File: config.mk
export PLATFORM = sky130hd
export DESIGN_NAME = i2c_tx_engine
export DESIGN_NICKNAME = d
export VERILOG_FILES = /design/src/rtl/i2c_tx_pkg.sv /design/src/rtl/i2c_tx_clkdiv.sv /design/src/rtl/i2c_tx_shreg.sv /design/src/rtl/i2c_tx_engine.sv
export SDC_FILE = /design/constraint.sdc
export NUM_CORES = 1
export LEC_CHECK = 0
export ABC_CLOCK_PERIOD_IN_PS = 1900
export BUFFER_PORTS_ARGS = -buffer_cell sky130_fd_sc_hd__buf_2
export CELL_PAD_IN_SITES_DETAIL_PLACEMENT = 1
export CELL_PAD_IN_SITES_GLOBAL_PLACEMENT = 2
export CORE_ASPECT_RATIO = 0.9
export CORE_UTILIZATION = 33
export CTS_BUF_LIST = sky130_fd_sc_hd__clkbuf_2 sky130_fd_sc_hd__clkbuf_4 sky130_fd_sc_hd__clkbuf_8
export CTS_CLUSTER_SIZE = 10
export DETAILED_ROUTE_END_ITERATION = 6
export PLACE_DENSITY_LB_ADDON = 0.1
export SETUP_SLACK_MARGIN = 0.05
export SYNTH_ARGS = -nofsm -noshare
export SYNTH_HDL_FRONTEND = slang
export SYNTH_SLANG_ARGS = --single-unit
File: constraint.sdc
create_clock -name clk -period 1.9 [get_ports clk]
set_clock_uncertainty 0.1 [all_clocks]
set_input_delay 0.095 -clock clk [delete_from_list [all_inputs] [get_ports clk]]
set_output_delay 0.095 -clock clk [all_outputs]
set_load 0.03 [all_outputs]
File: src/rtl/i2c_tx_pkg.sv
package i2c_tx_pkg;

   localparam int unsigned BYTE_W = 8;
   localparam int unsigned BIT_W  = $clog2(BYTE_W + 1);

   typedef enum logic [2:0] {
      ST_IDLE,
      ST_START,
      ST_LO,
      ST_HI,
      ST_WAIT,
      ST_STOP_A,
      ST_STOP_B,
      ST_STOP_C
   } tx_state_e;

endpackage

File: src/rtl/i2c_tx_clkdiv.sv
module i2c_tx_clkdiv #(
   parameter int unsigned HALF_STD  = 1000,
   parameter int unsigned HALF_FAST = 250
) (
   input  logic clk,
   input  logic rst_n,
   input  logic run,
   input  logic fast_sel,
   output logic tick,
   output logic mid
);

   localparam int unsigned CW = $clog2(HALF_STD + 1);
   localparam logic [CW-1:0] STD_TERM  = CW'(HALF_STD - 1);
   localparam logic [CW-1:0] FAST_TERM = CW'(HALF_FAST - 1);
   localparam logic [CW-1:0] STD_MID   = CW'(HALF_STD / 2);
   localparam logic [CW-1:0] FAST_MID  = CW'(HALF_FAST / 2);

   generate
      if (HALF_FAST < 4) begin : g_bad_fast
         $error("HALF_FAST must be at least 4");
      end
      if (HALF_STD <= HALF_FAST) begin : g_bad_order
         $error("HALF_STD must exceed HALF_FAST");
      end
   endgenerate

   logic [CW-1:0] cnt_q;
   logic [CW-1:0] term;
   logic [CW-1:0] mid_pt;

   assign term   = fast_sel ? FAST_TERM : STD_TERM;
   assign mid_pt = fast_sel ? FAST_MID : STD_MID;
   assign tick   = run && (cnt_q == term);
   assign mid    = run && (cnt_q == mid_pt);

   always_ff @(posedge clk or negedge rst_n) begin
      if (!rst_n)              cnt_q <= '0;
      else if (!run || tick)   cnt_q <= '0;
      else                     cnt_q <= cnt_q + 1'b1;
   end

endmodule

File: src/rtl/i2c_tx_shreg.sv
module i2c_tx_shreg #(
   parameter int unsigned W = 8
) (
   input  logic         clk,
   input  logic         rst_n,
   input  logic         load,
   input  logic         shift,
   input  logic [W-1:0] din,
   output logic         msb
);

   generate
      if (W < 2) begin : g_bad_width
         $error("shift register needs at least two bits");
      end
   endgenerate

   logic [W-1:0] q;

   assign msb = q[W-1];

   always_ff @(posedge clk or negedge rst_n) begin
      if (!rst_n)      q <= '0;
      else if (load)   q <= din;
      else if (shift)  q <= {q[W-2:0], 1'b0};
   end

endmodule

File: src/rtl/i2c_tx_engine.sv
module i2c_tx_engine
   import i2c_tx_pkg::*;
#(
   parameter int unsigned HALF_STD  = 1000,
   parameter int unsigned HALF_FAST = 250
) (
   input  logic              clk,
   input  logic              rst_n,
   input  logic              en,
   input  logic              fast_sel,
   input  logic              ack_mode,
   input  logic              start_cmd,
   input  logic              stop_arm,
   input  logic              data_wr,
   input  logic [BYTE_W-1:0] data_in,
   input  logic              sda_in,
   output logic              scl_oe,
   output logic              sda_oe,
   output logic              busy,
   output logic              nack
);

   localparam logic [BIT_W-1:0] ACK_IDX  = BIT_W'(BYTE_W);
   localparam logic [BIT_W-1:0] LAST_IDX = BIT_W'(BYTE_W - 1);

   tx_state_e        state_q;
   logic [BIT_W-1:0] bit_q;
   logic             sda_q;
   logic             nack_q;
   logic             stop_pend_q;

   logic run, tick, mid, msb;
   logic load_ok, do_load, do_shift, last_bit;

   assign run      = (state_q != ST_IDLE) && (state_q != ST_WAIT);
   assign load_ok  = (state_q == ST_IDLE) || (state_q == ST_WAIT);
   assign do_load  = data_wr && load_ok;
   assign do_shift = (state_q == ST_HI) && tick && (bit_q < ACK_IDX);
   assign last_bit = ack_mode ? (bit_q == ACK_IDX) : (bit_q == LAST_IDX);

   i2c_tx_clkdiv #(
      .HALF_STD (HALF_STD),
      .HALF_FAST(HALF_FAST)
   ) u_div (
      .clk     (clk),
      .rst_n   (rst_n),
      .run     (run),
      .fast_sel(fast_sel),
      .tick    (tick),
      .mid     (mid)
   );

   i2c_tx_shreg #(
      .W(BYTE_W)
   ) u_shreg (
      .clk  (clk),
      .rst_n(rst_n),
      .load (do_load),
      .shift(do_shift),
      .din  (data_in),
      .msb  (msb)
   );

   always_ff @(posedge clk or negedge rst_n) begin
      if (!rst_n) begin
         state_q     <= ST_IDLE;
         bit_q       <= '0;
         sda_q       <= 1'b0;
         nack_q      <= 1'b0;
         stop_pend_q <= 1'b0;
      end else begin
         if (state_q == ST_IDLE) stop_pend_q <= 1'b0;
         else if (stop_arm)      stop_pend_q <= 1'b1;

         case (state_q)
            ST_IDLE: begin
               sda_q <= 1'b0;
               if (start_cmd && en) begin
                  state_q <= ST_START;
                  sda_q   <= 1'b1;
                  bit_q   <= '0;
                  nack_q  <= 1'b0;
               end
            end
            ST_START: begin
               if (tick) begin
                  state_q <= ST_LO;
                  bit_q   <= '0;
               end
            end
            ST_LO: begin
               if (mid) sda_q <= (bit_q == ACK_IDX) ? 1'b0 : ~msb;
               if (tick) state_q <= ST_HI;
            end
            ST_HI: begin
               if (tick) begin
                  if (bit_q == ACK_IDX) nack_q <= sda_in;
                  if (last_bit) begin
                     bit_q   <= '0;
                     state_q <= stop_pend_q ? ST_STOP_A : ST_WAIT;
                  end else begin
                     bit_q   <= bit_q + 1'b1;
                     state_q <= ST_LO;
                  end
               end
            end
            ST_WAIT: begin
               if (data_wr)          state_q <= ST_LO;
               else if (stop_pend_q) state_q <= ST_STOP_A;
            end
            ST_STOP_A: begin
               if (mid)  sda_q   <= 1'b1;
               if (tick) state_q <= ST_STOP_B;
            end
            ST_STOP_B: begin
               if (tick) begin
                  state_q <= ST_STOP_C;
                  sda_q   <= 1'b0;
               end
            end
            ST_STOP_C: begin
               if (tick) state_q <= ST_IDLE;
            end
            default: state_q <= ST_IDLE;
         endcase
      end
   end

   assign scl_oe = (state_q == ST_LO) || (state_q == ST_WAIT) || (state_q == ST_STOP_A);
   assign sda_oe = sda_q;
   assign busy   = (state_q != ST_IDLE);
   assign nack   = nack_q;

endmodule

==> metrics.md, run 1 <==
| Metric | Value |
|---|---|
| Crit path time final | 1.851 ns |
| Post-DR vias/cell | around 5.2 |
| Final slew viol count | 0 |
| Post-synth EDFFs | 0 |
| Hold WC Path Type | in2reg |
| Synth top area share | 0.4121 |
| Nature of the critical path endpoint | flip-flop |
| Filler Cell Count | 573 |
| First-pass GRT wire length | a little over 8000 um |
| Die width | 77.67 um |
| Logic pwr share | 0.433 |
| Final hold violations | 0 |
| Final nets | between 200 and 300 |
| Required @ worst endpoint | 1.97 ns |
| Starting Density | 0.3474 |
| CP Data Arrival Time | 1.92 ns |
| Cell Area, Synth | 1700 um^2 |
| Pint | 1355 uW |
| CTS tree | done |
| GPL Wtd Cong | 0.8533 |
| Seq/Total Area, Yosys | 0.4121 |
| Core area | 4895 um^2 |
| Setup WS pre-CTS | 0.03247 ns |
| HPWL after DPL | 3459 um |
| Net switching power | between 700 and 800 uW |
| Most common cell in the synthesized netlist | dfrtp_1 |
| Largest net degree at the start of global routing | 29 |
| Drt wl/cell | roughly 16 um |
| Yosys cell types | 50 |
| RSZ-0062 raised after global routing | yes |
| Gr usage total | 0.1929 |
| Root buf cell | clkbuf_8 |
| Least-Margin Pin Slew | 0.6706 ns |
| Worst setup margin | 0.04902 ns |
| Flops & latches, synth | 28 |
| Leak | 0.001025 uW |
| Gr ovfl total | 0 |
| Power density cells | 943.0 nW/um^2 |
| Post-Place Cells | roughly 280 |
| Status | completed |
| Final cycle utilization of the critical path | 0.9742 |
| Ant. Diodes | 0 |
| Vias in the first global route | between 1,500 and 2,000 |
| Area contributors post-synth | dfrtp_1 41%, mux2i_1 5.3%, nand2_1 5.3%, nor2_1 5.3%, o21ai_0 4.1% |
| Syn Area/Cell | around 9.0 um^2 |
| Num ports | 21 |
| Maxcap violations | 0 |
| Final instance count without filler cells | 303 |
| Routed WL | 4890 um |
| Vias | 1,574 |
| Clk buf depth | 2 |
| Drt pass-1 iters | 4 |
| Yosys warning count | 0 |
| Syn_nets | between 200 and 250 |
| Initial antenna violation count | 0 |
| Die area | 5444 um^2 |
| Clk_lat worst skew | 0.27 ns |
| Peak Freq | about 540 MHz |
| CTS Buf Count | 3 |
| WHS | 0.1200 ns |
| Most frequent cells after synthesis | 28 x dfrtp_1, 24 x nand2_1, 24 x nor2_1 |
| Clock Sinks | 28 |
| DRC viols | 0 |
| Layout cells sized above 1 | 0.2941 |
| Clk pwr share | 0.151 |
| Total negative slack | 0 ns |
| Worst-path fanout max | 4 |
| Maximum VDD drop | 0.0003541 V |
| Sw Ratio | 0.3702 |
| DRT antenna net count | 0 |
| Relative slew slack | 0.5529 |
| CP startpoint kind | flip-flop |
| Yosys top cell by area | dfrtp_1 |
| Flop pwr share | 0.416 |
| Height of the die | 70.10 um |
| Area Growth Syn to Fin | 34.22% |
| FFs w/ async S/R, synth | 1.000 |
| Clock Pin Slew Worst Setup and Hold Paths | about 0.09 ns |
| Top_reg_cell synth | dfrtp_1 |
| Initial DRC Count | 46 |
| Final Setup Violations | 0 |
| H-Tree Depth | 1 |
| Crit Path Class | reg2reg |
| Cells after synthesis | 189 |
| Row cnt | 24 |
| Port Buffers | 20 |
-- worst paths after layout --
path,from,end,slack (ns),cells past startpoint
worst max-delay path,u_div.cnt_q[3],bit_q[3],0.05,6
worst min-delay path,data_wr,state_q[2],0.12,4
worst max register to register,u_div.cnt_q[3],bit_q[3],0.05,6
worst min register to register,sda_oe,sda_oe,0.46,1
max in group asynchronous,rst_n,u_div.cnt_q[4],0.95,2
min in group asynchronous,rst_n,u_div.cnt_q[3],0.28,2
-- flip-flops by register name, summed over array words and instances (netlist names) --
register	count
nack	1
u_div.cnt_q	10
bit_q	4
stop_pend_q	1
u_shreg.q	8
sda_oe	1
state_q	3
-- stage by stage --
stage	power, uW	instance area [um^2]	utilization
after floorplan	1404	1700	-
after global placement	1712	1982	0.4049
after detailed placement	1750	1982	0.4049
after CTS	2100	2147	0.4387
after global routing	2311	2282	0.4663
final	2152	2282	0.4663
-- power by group through the flow --
stage / Clock, uW / Combinational [uW] / Sequential [uW]
6_report: 325 / 932 / 895
5_1_grt: 363 / 1030 / 916
4_1_cts: 336 / 877 / 888
3_5_place_dp: 0 / 853 / 897
3_3_place_gp: 0 / 833 / 879
2_1_floorplan: 0 / 465 / 939
-- metal layers --
metal  vias to the layer above  global-route usage  part of all wire
met5                         -                   0                 0
met4                         0             0.03354            0.0074
met3                         4             0.01961             0.018
met2                        18              0.3540              0.51
met1                       781              0.2461              0.46
li1                        771                   -                 -
-- critical path: stages, from the launching register on --
cell and delay (ns):
dfrtp_1 0.40, and2b_2 0.26, nor4_4 0.28, buf_6 0.17, nand4_4 0.12, and2_4 0.18
a211o_1 0.24
-- layout by cell type, fill, tap and decap left out, types with 4 or more instances in the layout --
master          n
nand2_1        23
buf_2          20
nor2_1         23
o21ai_0         5
a21oi_1         6
inv_1           5
mux2i_1         9
nand3_1         8
buf_6           4
xnor2_1         5
o21ai_1         7
dfrtp_1        27
dlygate4sd3_1  10
nor3_1          4
xor2_1          6
buf_4          19
-- area by class of cell --
cell class / instances / area [um^2] / share of cell area
clock buffers: 3 / 41.29 / 0.01809
inverters: 5 / 18.77 / 0.008224
multi-input cells: 149 / 1051 / 0.4605
flip-flops and latches: 28 / 701.9 / 0.3076
well taps: 65 / 81.33 / 0.03564
repair buffers: 53 / 387.9 / 0.1700
-- cell families (layout without fill, tap and decap cells) --
family,after synthesis,in the layout,synth area share
simple gates,87,87,0.2737
xor+xnor,12,12,0.06181
mux,10,10,0.05960
flops,28,28,0.4121
fa+ha+maj,3,3,0.02208
buf+inv,12,61,0.02722
compound gates,37,37,0.1435
-- timing repair --
item,in CTS,in global routing
hold buffers,10,0
setup buffers,3,3
endpoints found under the setup margin,9,24
hold endpoints to repair,37,0
resized for setup,1,30
pin swaps,2,9
No activity file was read; power rests on OpenSTA's default activity.
==> run 2: changes to the inputs <==
--- a/config.mk
+++ b/config.mk
@@ -11,3 +11,2 @@
 export CELL_PAD_IN_SITES_GLOBAL_PLACEMENT = 2
-export CORE_ASPECT_RATIO = 0.9
 export CORE_UTILIZATION = 33
--- a/constraint.sdc
+++ b/constraint.sdc
@@ -4,2 +4,2 @@
 set_output_delay 0.095 -clock clk [all_outputs]
-set_load 0.03 [all_outputs]
+set_load 0.1 [all_outputs]
==> metrics.md, run 2 (same netlist as run 1, synthesis figures left out) <==
| Metric | Value |
|---|---|
| Status | completed |
| Worst setup margin | between 0.06 and 0.07 ns |
| Least-Margin Pin Slew | 0.6715 ns |
| Row cnt | 25 |
| Gr ovfl total | 0 |
| Root buf cell | clkbuf_8 |
| WHS | 0.1133 ns |
| DRT antenna net count | 0 |
| Vias | 1,586 |
| Final Setup Violations | 0 |
| Required @ worst endpoint | 2.02 ns |
| Clk_lat worst skew | 0.29 ns |
| Multi-input gate area | 1049 um^2 |
| Final hold violations | 0 |
| Crit Path Class | reg2reg |
| Area Growth Syn to Fin | 37.23% |
| Power density cells | about 1000 nW/um^2 |
| Gr usage total | 0.2020 |
| Ant. Diodes | 0 |
| Commonest cells after routing, fill and taps aside | 27 x dfrtp_1, 23 x nor2_1, 23 x buf_4 |
| Initial DRC Count | 53 |
| Hold WC Path Type | in2reg |
| Final cycle utilization of the critical path | 0.9677 |
| Total power draw | 2445 uW |
| Worst-path fanout max | 4 |
| Routed WL | 4921 um |
| Most flops, register | u_div.cnt_q |
| Relative slew slack | 0.5523 |
| Nature of the critical path endpoint | flip-flop |
| Maxcap violations | 0 |
| Reg2reg start | u_div.cnt_q[8] |
| Post-Place Cells | 288 |
| Leak | around 0.0011 uW |
| Crit path launch | u_div.cnt_q[8] |
| Commonest non-fill, non-tap cell in the layout | dfrtp_1 |
| Core area | around 4800 um^2 |
| Initial antenna violation count | 0 |
| Num ports | 21 |
| Die area | 5443 um^2 |
| GPL Wtd Cong | 0.7906 |
| Seq. cell area | between 700 and 800 um^2 |
| Maximum VDD drop | about 0.00055 V |
| DRC viols | 0 |
| Drt pass-1 iters | 4 |
| CP Data Arrival Time | 1.96 ns |
| RSZ-0062 raised after global routing | yes |
| Crit path time final | 1.839 ns |
| Vias in the first global route | 1,690 |
| Post-DR vias/cell | around 5.1 |
| Clock Sinks | 28 |
| CTS tree | done |
| Final nets | 263 |
| Setup WS pre-CTS | -0.006922 ns |
| CP startpoint kind | flip-flop |
| Port Buffers | 20 |
| Filler Cell Count | 564 |
| Peak Freq | 543.9 MHz |
| Layout cells sized above 1 | 0.3140 |
| Clk buf depth | 2 |
| CTS Buf Count | 3 |
| FF-to-FF setup slack | 0.06 ns |
| First-pass GRT wire length | 8293 um |
| Total negative slack | 0 ns |
| Drt wl/cell | 15.93 um |
| Worst Hold Launch | ack_mode |
| HPWL after DPL | roughly 3500 um |
| Final instance count without filler cells | 309 |
| Height of the die | 73.78 um |
| Starting Density | 0.3507 |
| Die width | 73.78 um |
| Largest regs | u_div.cnt_q: 10 flops, u_shreg.q: 8 flops, bit_q: 4 flops |
| Largest net degree at the start of global routing | 29 |
| Max FFs per register | 10 |
| H-Tree Depth | 1 |
| Clock Pin Slew Worst Setup and Hold Paths | ~0.11 ns |
| Final slew viol count | 0 |
[run 2: changes by cell type in the layout (fill, tap and decap cells not counted), moves of 2 or more]
cell,delta
o21ai_2,-2
nand2_2,+2
o21ai_1,+3
buf_4,+4
[run 2: worst paths after layout]
| kind | endpoint | cells after the start |
|---|---|---|
| hold / removal | bit_q[2] | 4 |
| setup / recovery | sda_oe | 6 |
| setup reg to reg | sda_oe | 6 |
| max in group asynchronous | u_div.cnt_q[9] | 2 |
| hold reg to reg | u_shreg.q[0] | 2 |
| min in group asynchronous | u_div.cnt_q[9] | 2 |
[run 2: final cells by class]
cell class,count,area share
clock buffers,4,0.02359
inverters,5,0.009651
well taps,67,0.03592
repair buffers,56,0.1807
flip-flops and latches,28,0.3008
multi-input cells,149,0.4493
[run 2: layer usage]
metal / up-vias / global-route usage / part of all wire / routed length (um)
li1: 775 / - / - / -
met1: 782 / 0.2641 / 0.48 / 2385
met2: 22 / 0.3364 / 0.48 / 2386
met3: 7 / 0.03018 / 0.015 / 73
met4: 0 / 0.07479 / 0.015 / 76
met5: - / 0 / 0 / 0
[run 2: repair_timing]
| item | in CTS | in global routing |
|---|---|---|
| hold buffers | 10 | 0 |
| endpoints found under the setup margin | 16 | 24 |
| cloned | 0 | 0 |
| resized for setup | 1 | 26 |
| pin swaps | 5 | 4 |
| buffers inserted | 2 | 5 |
| endpoints found under the hold margin | 37 | 0 |
[run 2: power breakdown]
| part | internal (uW) | switching (uW) | leakage, uW |
|---|---|---|---|
| Combinational | 538 | 620 | 0.000703 |
| Sequential | 765 | 123 | 0.000337 |
| Clock | 187 | 212 | 0.0000288 |
[run 2: per-stage QoR]
step / util / area, um^2
after global routing: 0.4813 / 2333
final: 0.4813 / 2333
after CTS: 0.4552 / 2207
after floorplan: - / 1724
after detailed placement: 0.4183 / 2028
after global placement: 0.4183 / 2028
[run 2: worst max-delay path: stages, from the launching register on]
cell,delay (ns)
dfrtp_1,0.42
buf_4,0.16
and4bb_2,0.28
a31oi_1,0.04
o32a_1,0.38
a311oi_2,0.21
a2bb2oi_1,0.18
